==> src/rtl/alu_pkg.sv <==
package alu_pkg;
    typedef enum logic [3:0] {
        OP_ADD = 4'd0,
        OP_ADC = 4'd1,
        OP_SUB = 4'd2,
        OP_SBC = 4'd3,
        OP_RSB = 4'd4,
        OP_AND = 4'd5,
        OP_ORR = 4'd6,
        OP_EOR = 4'd7,
        OP_ORN = 4'd8,
        OP_BIC = 4'd9,
        OP_MVN = 4'd10,
        OP_CMP = 4'd11,
        OP_CMN = 4'd12,
        OP_TST = 4'd13,
        OP_TEQ = 4'd14,
        OP_NOP = 4'd15
    } alu_op_e;

    typedef enum logic [1:0] {
        ST_IDLE   = 2'd0,
        ST_RESULT = 2'd1,
        ST_FLAGS  = 2'd2
    } out_state_e;

    typedef struct packed {
        logic n;
        logic z;
        logic c;
        logic v;
    } flags_t;
endpackage

==> src/rtl/alu_addsub.sv <==
module alu_addsub
    import alu_pkg::*;
#(
    parameter int unsigned W = 32
) (
    input  alu_op_e        op,
    input  logic [W-1:0]   a,
    input  logic [W-1:0]   b,
    input  logic           carry_flag,
    output logic [W-1:0]   sum,
    output logic           c_out,
    output logic           v_out
);
    localparam int unsigned MSB = W - 1;

    logic [W-1:0] x;
    logic [W-1:0] y;
    logic         cin;
    logic [W:0]   wide;

    // Every form reduces to x + y + cin on one adder
    always_comb begin
        x   = a;
        y   = b;
        cin = 1'b0;
        unique case (op)
            OP_ADD: begin x = a;  y = b;  cin = 1'b0;       end
            OP_ADC: begin x = a;  y = b;  cin = carry_flag; end
            OP_SUB: begin x = a;  y = ~b; cin = 1'b1;       end
            OP_SBC: begin x = a;  y = ~b; cin = carry_flag; end
            OP_RSB: begin x = ~a; y = b;  cin = 1'b1;       end
            default: begin x = a; y = b;  cin = 1'b0;       end
        endcase
    end

    assign wide  = {1'b0, x} + {1'b0, y} + {{W{1'b0}}, cin};
    assign sum   = wide[W-1:0];
    assign c_out = wide[W];
    assign v_out = (x[MSB] == y[MSB]) && (wide[MSB] != x[MSB]);
endmodule

==> src/rtl/alu_logic.sv <==
module alu_logic
    import alu_pkg::*;
#(
    parameter int unsigned W = 32
) (
    input  alu_op_e        op,
    input  logic [W-1:0]   a,
    input  logic [W-1:0]   b,
    output logic [W-1:0]   res
);
    // One bit cell per lane, replicated across the word
    for (genvar g = 0; g < W; g++) begin : g_bit
        always_comb begin
            unique case (op)
                OP_AND:  res[g] = a[g] & b[g];
                OP_ORR:  res[g] = a[g] | b[g];
                OP_EOR:  res[g] = a[g] ^ b[g];
                OP_ORN:  res[g] = a[g] | ~b[g];
                OP_BIC:  res[g] = a[g] & ~b[g];
                OP_MVN:  res[g] = ~b[g];
                default: res[g] = 1'b0;
            endcase
        end
    end
endmodule

==> src/rtl/alu_flags.sv <==
module alu_flags
    import alu_pkg::*;
#(
    parameter int unsigned W = 32
) (
    input  logic           clk,
    input  logic           rst_n,
    input  logic           wr_en,
    input  logic           arith_src,
    input  logic [W-1:0]   res,
    input  logic           adder_c,
    input  logic           adder_v,
    input  logic           shift_c,
    output flags_t         flags_q
);
    flags_t flags_d;

    always_comb begin
        flags_d.n = res[W-1];
        flags_d.z = ~|res;
        flags_d.c = arith_src ? adder_c : shift_c;
        flags_d.v = arith_src ? adder_v : flags_q.v;
    end

    always_ff @(posedge clk or negedge rst_n) begin
        if (!rst_n) begin
            flags_q <= '0;
        end else if (wr_en) begin
            flags_q <= flags_d;
        end
    end

    // without a write request, the register keeps its value
    p_hold_r4: assert property (@(posedge clk) disable iff (!rst_n)
        !wr_en |=> $stable(flags_q));
endmodule

==> src/rtl/alu_flag_unit.sv <==
module alu_flag_unit
    import alu_pkg::*;
#(
    parameter int unsigned W = 32
) (
    input  logic           clk,
    input  logic           rst_n,
    input  logic           op_valid,
    input  logic [3:0]     op_code,
    input  logic           set_flags,
    input  logic [W-1:0]   opnd_a,
    input  logic [W-1:0]   opnd_b,
    input  logic           shift_carry,
    output logic [W-1:0]   result,
    output logic           result_valid,
    output logic [3:0]     flags
);
    alu_op_e    op;
    alu_op_e    arith_op;
    alu_op_e    logic_op;
    out_state_e state_q;
    out_state_e state_d;
    flags_t     flags_q;

    logic         is_arith;
    logic         is_compare;
    logic         writes_res;
    logic         flag_wr;
    logic [W-1:0] sum;
    logic [W-1:0] bitres;
    logic [W-1:0] value;
    logic         add_c;
    logic         add_v;
    logic [W-1:0] result_q;

    assign op = alu_op_e'(op_code);

    // Decode: fold compare/test forms onto their computing forms
    always_comb begin
        arith_op   = OP_ADD;
        logic_op   = OP_AND;
        is_arith   = 1'b0;
        is_compare = 1'b0;
        writes_res = 1'b0;
        unique case (op)
            OP_ADD, OP_ADC, OP_SUB, OP_SBC, OP_RSB: begin
                arith_op   = op;
                is_arith   = 1'b1;
                writes_res = 1'b1;
            end
            OP_AND, OP_ORR, OP_EOR, OP_ORN, OP_BIC, OP_MVN: begin
                logic_op   = op;
                writes_res = 1'b1;
            end
            OP_CMP: begin arith_op = OP_SUB; is_arith = 1'b1; is_compare = 1'b1; end
            OP_CMN: begin arith_op = OP_ADD; is_arith = 1'b1; is_compare = 1'b1; end
            OP_TST: begin logic_op = OP_AND; is_compare = 1'b1; end
            OP_TEQ: begin logic_op = OP_EOR; is_compare = 1'b1; end
            default: begin end
        endcase
    end

    alu_addsub #(.W(W)) u_addsub (
        .op         (arith_op),
        .a          (opnd_a),
        .b          (opnd_b),
        .carry_flag (flags_q.c),
        .sum        (sum),
        .c_out      (add_c),
        .v_out      (add_v)
    );

    alu_logic #(.W(W)) u_logic (
        .op  (logic_op),
        .a   (opnd_a),
        .b   (opnd_b),
        .res (bitres)
    );

    assign value   = is_arith ? sum : bitres;
    assign flag_wr = op_valid && ((writes_res && set_flags) || is_compare);

    alu_flags #(.W(W)) u_flags (
        .clk       (clk),
        .rst_n     (rst_n),
        .wr_en     (flag_wr),
        .arith_src (is_arith),
        .res       (value),
        .adder_c   (add_c),
        .adder_v   (add_v),
        .shift_c   (shift_carry),
        .flags_q   (flags_q)
    );

    always_ff @(posedge clk or negedge rst_n) begin
        if (!rst_n) begin
            result_q <= '0;
        end else if (op_valid && writes_res) begin
            result_q <= value;
        end
    end

    // Output state machine: next-state logic
    always_comb begin
        state_d = ST_IDLE;
        unique case (state_q)
            ST_IDLE, ST_RESULT, ST_FLAGS: begin
                if (op_valid && writes_res)      state_d = ST_RESULT;
                else if (op_valid && is_compare) state_d = ST_FLAGS;
                else                             state_d = ST_IDLE;
            end
            default: state_d = ST_IDLE;
        endcase
    end

    // Output state machine: state register
    always_ff @(posedge clk or negedge rst_n) begin
        if (!rst_n) state_q <= ST_IDLE;
        else        state_q <= state_d;
    end

    // Output state machine: outputs
    always_comb begin
        result_valid = 1'b0;
        unique case (state_q)
            ST_RESULT: result_valid = 1'b1;
            ST_IDLE, ST_FLAGS: result_valid = 1'b0;
            default: result_valid = 1'b0;
        endcase
    end

    assign result = result_q;
    assign flags  = flags_q;

    // a result-writing code yields a valid result next cycle
    p_valid_r8: assert property (@(posedge clk) disable iff (!rst_n)
        (op_valid && op_code <= 4'd10) |=> result_valid);

    // the result register moves only when a valid result is shown
    p_hold_result_r8: assert property (@(posedge clk) disable iff (!rst_n)
        !result_valid |-> $stable(result));

    // compare/test and reserved codes never raise result_valid
    p_noval_r7: assert property (@(posedge clk) disable iff (!rst_n)
        (op_valid && op_code >= 4'd11) |=> !result_valid);

    // bitwise forms keep the overflow flag
    p_logic_v_r6: assert property (@(posedge clk) disable iff (!rst_n)
        (op_valid && set_flags && op_code >= 4'd5 && op_code <= 4'd10)
        |=> (flags[0] == $past(flags[0])));

    // the reserved code touches nothing
    p_nop_r9: assert property (@(posedge clk) disable iff (!rst_n)
        (op_valid && op_code == 4'd15) |=> $stable(flags));
endmodule

==> config.mk <==
export PLATFORM = sky130hd
export DESIGN_NAME = alu_flag_unit
export DESIGN_NICKNAME = d
export VERILOG_FILES = /design/src/rtl/alu_pkg.sv /design/src/rtl/alu_addsub.sv /design/src/rtl/alu_logic.sv /design/src/rtl/alu_flags.sv /design/src/rtl/alu_flag_unit.sv
export SDC_FILE = /design/constraint.sdc
export NUM_CORES = 1
export LEC_CHECK = 0
export ABC_AREA = 0
export BUFFER_PORTS_ARGS = -buffer_cell sky130_fd_sc_hd__buf_2
export CAP_MARGIN = 5
export CORE_AREA = 3 3 117 119
export CTS_BUF_LIST = sky130_fd_sc_hd__clkbuf_4
export CTS_CLUSTER_DIAMETER = 120
export DETAILED_ROUTE_END_ITERATION = 10
export DIE_AREA = 0 0 120 122
export PLACE_DENSITY = 0.72
export SLEW_MARGIN = 20
export SYNTH_ARGS = -nofsm -noshare
export SYNTH_HDL_FRONTEND = slang
export SYNTH_SLANG_ARGS = --single-unit
==> constraint.sdc <==
create_clock -name clk -period 4.9 [get_ports clk]
set_clock_uncertainty 0.15 [all_clocks]
set_input_delay 0.98 -clock clk [delete_from_list [all_inputs] [get_ports clk]]
set_output_delay 0.98 -clock clk [all_outputs]
set_load 0.005 [all_outputs]
-- Word-level counts from Yosys, hierarchy flattened
Cells that the tools add are included.
- bits of input ports: 73
- flip-flop bits (word level): 38
- logic and storage cells: 296
- output and inout bits: 37
- mux-type cells: 46
- reductions and logical operators: 20
- eq/ne operators: 28
- bitwise logic cells: 194
- $add $sub $neg: 2
- operators by type and width (kind ; number):
    $pmux W1 S6 ; 32
    $mux W32 ; 3
    $and A1 B1 Y1 ; 64
    $not A32 Y32 ; 2
    $or A1 B1 Y1 ; 64
    $eq A4 B4 Y1 const B ; 10
    $add A32 B32 Y33 ; 1
    $add A33 B1 Y33 ; 1
    $eq A4 B3 Y1 const B ; 8
    $not A1 Y1 ; 32
    $reduce_or A32 Y1 ; 1
    $xor A1 B1 Y1 ; 32
    $eq A4 B2 Y1 const B ; 4
    $pmux W4 S2 ; 2
    $reduce_or A11 Y1 ; 1
    $eq A4 B1 Y1 const B ; 2
    $reduce_or A7 Y1 ; 1
    $mux W2 ; 3
    $reduce_or A2 Y1 ; 3
    $reduce_or A6 Y1 ; 1
    $logic_and A1 B1 Y1 ; 5
    $mux W1 ; 5
    $reduce_or A5 Y1 ; 1
    $logic_not A4 Y1 ; 1
    11 further kinds ; 11

-- Depth between registers and ports, before layout
- word-level depth: 11
- gate-level depth with buffers: 21
- depth with buffers taken out: 18

-- Hierarchy
From an unflattened synthesis, not the netlist that was laid out.
- cell total of the unflattened synthesis: 750
- area, all modules: 6851.6 µm²
- by module, submodules not included (module ; cells an instance ; area each (µm²) ; sequential area each (µm²) ; times used):
    alu_addsub ; 337 ; 2555.0 ; 0.0 ; 1
    alu_logic ; 257 ; 2093.3 ; 0.0 ; 1
    alu_flag_unit ; 133 ; 1958.1 ; 850.8 ; 1
    alu_flags ; 23 ; 245.2 ; 100.1 ; 1

-- Worst setup path after synthesis
Ideal clock, no wire load.
- path type: input to register
- start: input port op_code[3]
- end: register u_flags.flags_q[2] (netlist name)
- arrival time: 5200 ps
- stages: 19
- setup slack: -527 ps
- library setup time: 77 ps
- required time: 4673 ps
- path buffers: 4
- cells stage by stage: buf_4 > clkbuf_1 > buf_2 > nor3_1 > clkbuf_1 > xnor2_1 > fa_1 > inv_1 > fa_1 > a21o_1 > a22o_1 > nor2_1 > xnor2_1 > a221o_1 > nor4_1 > o2111ai_1 > nor4_2 > o2111ai_1 > o21ai_1
- cells in the longest elaborated chain, start to end: 11
- elaborated cells on any way between the ends: 81
- classes of those cells: add/sub: 2; eq/ne: 24; mux: 41; reduce/logical: 14
- ends and longest elaborated chain (element ; line ; text):
    start, declared ; alu_flag_unit.sv:9 ; input logic [3:0] op_code,
    $eq A4 B1 Y1 (tied with other cells) ; alu_flag_unit.sv:45 ; unique case (op)
    $reduce_or A5 Y1 ; n/a ;
    $pmux W4 S2 ; alu_flag_unit.sv:45 ;
    $eq A4 B2 Y1 ; alu_addsub.sv:26 ; unique case (op)
    $reduce_or A2 Y1 (no source line) ; n/a ;
    $mux W32 ; n/a ;
    $add A32 B32 Y33 ; alu_addsub.sv:36 ; assign wide = {1'b0, x} + {1'b0, y} + {{W{1'b0}}, cin};
    $add A33 B1 Y33 ; alu_addsub.sv:36 ;
    $mux W32 ; alu_flag_unit.sv:80 ; assign value = is_arith ? sum : bitres;
    $reduce_or A32 Y1 ; alu_flags.sv:20 ; flags_d.z = ~|res;
    $logic_not A1 Y1 ; alu_flags.sv:20 ;
Several ways; a longest one is shown, not always the timed one.
A chain may end at the register's enable or synchronous reset.

-- Worst setup path after layout
- start: input port op_code[1]
- end: register u_flags.flags_q[2] (netlist name)
- cells in the longest elaborated chain, start to end: 11
- elaborated cells on any way between the ends: 81
- classes of those cells: add/sub: 2; eq/ne: 24; mux: 41; reduce/logical: 14
- ends and longest elaborated chain (element ; line):
    $eq A4 B1 Y1 (tied with other cells) ; alu_flag_unit.sv:45
    $reduce_or A5 Y1 ; n/a
    $pmux W4 S2 ; alu_flag_unit.sv:45
    $eq A4 B2 Y1 ; alu_addsub.sv:26
    $reduce_or A2 Y1 (no source line) ; n/a
    $mux W32 ; n/a
    $add A32 B32 Y33 ; alu_addsub.sv:36
    $add A33 B1 Y33 ; alu_addsub.sv:36
    $mux W32 ; alu_flag_unit.sv:80
    $reduce_or A32 Y1 ; alu_flags.sv:20
    $logic_not A1 Y1 ; alu_flags.sv:20
Several ways; a longest one is shown, not always the timed one.

==> impl_metrics.tcl <==
set metrics [dict create \
    status "complete, no violations" \
    slew_violations 0 \
    placed_area_mm2 0.00765 \
    synthArstFlopShare_pct 100 \
    post_cts_buffers 0 \
    drt_drc_violations_left 0 \
    ys_top_cells_by_area "dfrtp_1, o21ai_0, a21oi_1" \
    hp-start "state_q[0]$_DFF_PN0_" \
    syn_inst 873 \
    clk_latency_ns 0.35 \
    synth.distinct_cells 76 \
    dp_hpwl_um 17100 \
    grt_pass1_wl_um 35100 \
    synth_area_per_cell_um2 7.30 \
    cts_tree "done" \
    start_util_pct 50.3 \
    dr.pass1.iters 6 \
    synth.ff_latch_count 38 \
    die_h_um 122 \
    cts-root-buf "clkbuf_4" \
    cp-start-kind "input pin" \
    synth-main-ff-cell "dfrtp_1" \
    grt_max_degree 52 \
    final_nets 1130 \
    p_per_area_mw_per_mm2 243 \
    die-width_um 120 \
    rsz0062_at_grt "false" \
    critPathCaptureType "flip-flop" \
    crit_type "input pin to flip-flop" \
    core_area_mm2 0.0127 \
    vias 7346 \
    critPathRequiredTime_ns 5.04 \
    preCtsSetupSlack_ns -0.115 \
    h-tree-depth 2 \
    grt_pass1_vias 6826 \
    finalSetupTns_ns 0 \
    max_freq_mhz 216 \
    fillers 1214 \
    post-synth-top-area-fraction_pct 14.9 \
    finalWorstSetupSlack_ns 0.267 \
    slew_headroom_pct 37.4 \
    post_drt_wl_per_cell_um 18.4 \
    port_buffers 109 \
    drt_iter0_markers 757 \
    min_period_ns 4.63 \
    synth_edf_count 0 \
    grt_usage_pct 29.4 \
    p_leak_nw 3.37 \
    cts_buffers 5 \
    antenna_found_initial 0 \
    final_hold_viol_count 0 \
    syn_area_mm2 0.00637 \
    place.gp.congestion 0.956 \
    yosysWarnings 0 \
    drv_cap 0 \
    syn-num-nets 979 \
    crit_fanout 6 \
    pin_count 110 \
    final_common_cell "buf_2" \
    tightest_slew_ns 0.937 \
    final_antenna_net_count 0 \
    antenna_cells 0 \
    totalWireLength_um 22000 \
    seq_area_frac_synth_pct 14.9 \
    finalSetupViolations 0 \
    layout-drive-gt1-share_pct 25.2 \
    worst_ir_drop_vdd_mv 0.167 \
    cts.path.max_buffers 2 \
    grt_overflow 0 \
    synth_top_cell_by_area "dfrtp_1" \
    area_delta_synth_final_pct 20.8 \
    vias_per_cell 6.14 \
    multiInputGateArea_mm2 0.00510 \
    final_cell_mix "buf_2, buf_4, nand2_1, o21ai_0, a21oi_1" \
    startpoint "op_code[1]" \
    worstPathArrival_ns 4.77 \
    final_area_mm2 0.00770 \
    dieArea_mm2 0.0146 \
    path_clk_slew_ns 0.12 \
    cts_sinks 38 \
    rows 41 \
    rr_startpoint "u_flags.flags_q[1]$_DFFE_PN0P_" \
    cts_hold_buf 0 \
    hold_path_class "flip-flop to flip-flop" \
    area.sequential_um2 951 \
    period_share_pct 94.6 \
]
cell type report:
cell class                      instances  area share (%)
Multi-Input combinational cell        754            66.3
Inverter                               14           0.682
Timing Repair Buffer                  211            17.2
Clock buffer                            6           0.585
Sequential cell                        38            12.3
Tap cell                              172            2.79
Clock inverter                          2           0.114
Yosys cell counts, types with 13 or more instances:
cell type and instances:
clkbuf_1 37, ha_1 31, buf_2 13, dfrtp_1 38, nor2_1 57, nand2_1 97, nand3_1 17, xor2_1 41
o21ai_0 90, maj3_1 26, mux2_2 18, a21oi_1 83, o22ai_1 15, xnor2_1 46
where the power goes:
group | switching (mW) | total (mW) | leakage, nW | internal (mW)
clock network | 0.108 | 0.167 | 0.0331 | 0.0595
logic | 0.674 | 1.26 | 2.87 | 0.587
registers | 0.0440 | 0.439 | 0.470 | 0.395
total | 0.826 | 1.87 | 3.37 | 1.04
final timing paths:
kind	end	slack, ns	cells after the start
max	u_flags.flags_q[2]$_DFFE_PN0P_	0.27	17
min	state_q[0]$_DFF_PN0_	0.33	1
max reg2reg	u_flags.flags_q[2]$_DFFE_PN0P_	0.70	17
min reg2reg	state_q[0]$_DFF_PN0_	0.33	1
max in group asynchronous	result[5]$_DFFE_PN0P_	3.48	1
min in group asynchronous	result[18]$_DFFE_PN0P_	0.57	1
stage by stage:
stage                     hold slack, ns  utilization, %  cells  power [mW]
after CTS                          0.328            60.8   1197        1.86
after global routing               0.360            60.8   1197        2.02
after global placement             0.305            60.3   1189        1.67
after floorplan                    0.285               -    873        1.17
final                              0.326            60.8   1197        1.87
after detailed placement           0.311            60.3   1189        1.69
logic make-up (layout without fill, tap and decap cells):
family          count (synthesis)  in the layout  synth area share [%]
compound gates                331            331                  33.5
xor+xnor                       87             87                  12.0
simple gates                  251            251                  18.8
fa+ha+maj                      59             59                  10.8
flops                          38             38                  14.9
buf+inv                        81            233                  5.56
mux                            26             26                  4.44
flip-flops by register name, indices dropped and copies added (netlist names):
| name | count |
|---|---|
| result | 32 |
| u_flags.flags_q | 4 |
| state_q | 2 |
timing repair:
| action | CTS | global route |
|---|---|---|
| gates resized for setup | 0 | 1 |
| endpoints found under the setup margin | 0 | 1 |
| endpoints found under the hold margin | 0 | 0 |
routing by layer:
layer | track usage [%] | wire length [um]
met5 | 0 | 0
met4 | 8.45 | 706
met3 | 4.64 | 1810
met2 | 48.8 | 10200
met1 | 39.7 | 9290
critical path: stages:
cell,delay (ns)
buf_2,0.13
or2_2,0.31
nor3_4,0.21
xnor2_1,0.18
fa_2,0.25
inv_1,0.06
fa_2,0.34
a21o_1,0.19
a22o_1,0.24
nor2_1,0.13
xnor2_1,0.08
a221o_1,0.41
nor4_1,0.40
o2111ai_1,0.24
nor4_2,0.32
o2111ai_1,0.16
o21ai_1,0.14
Power figures use the tool's default switching activity.
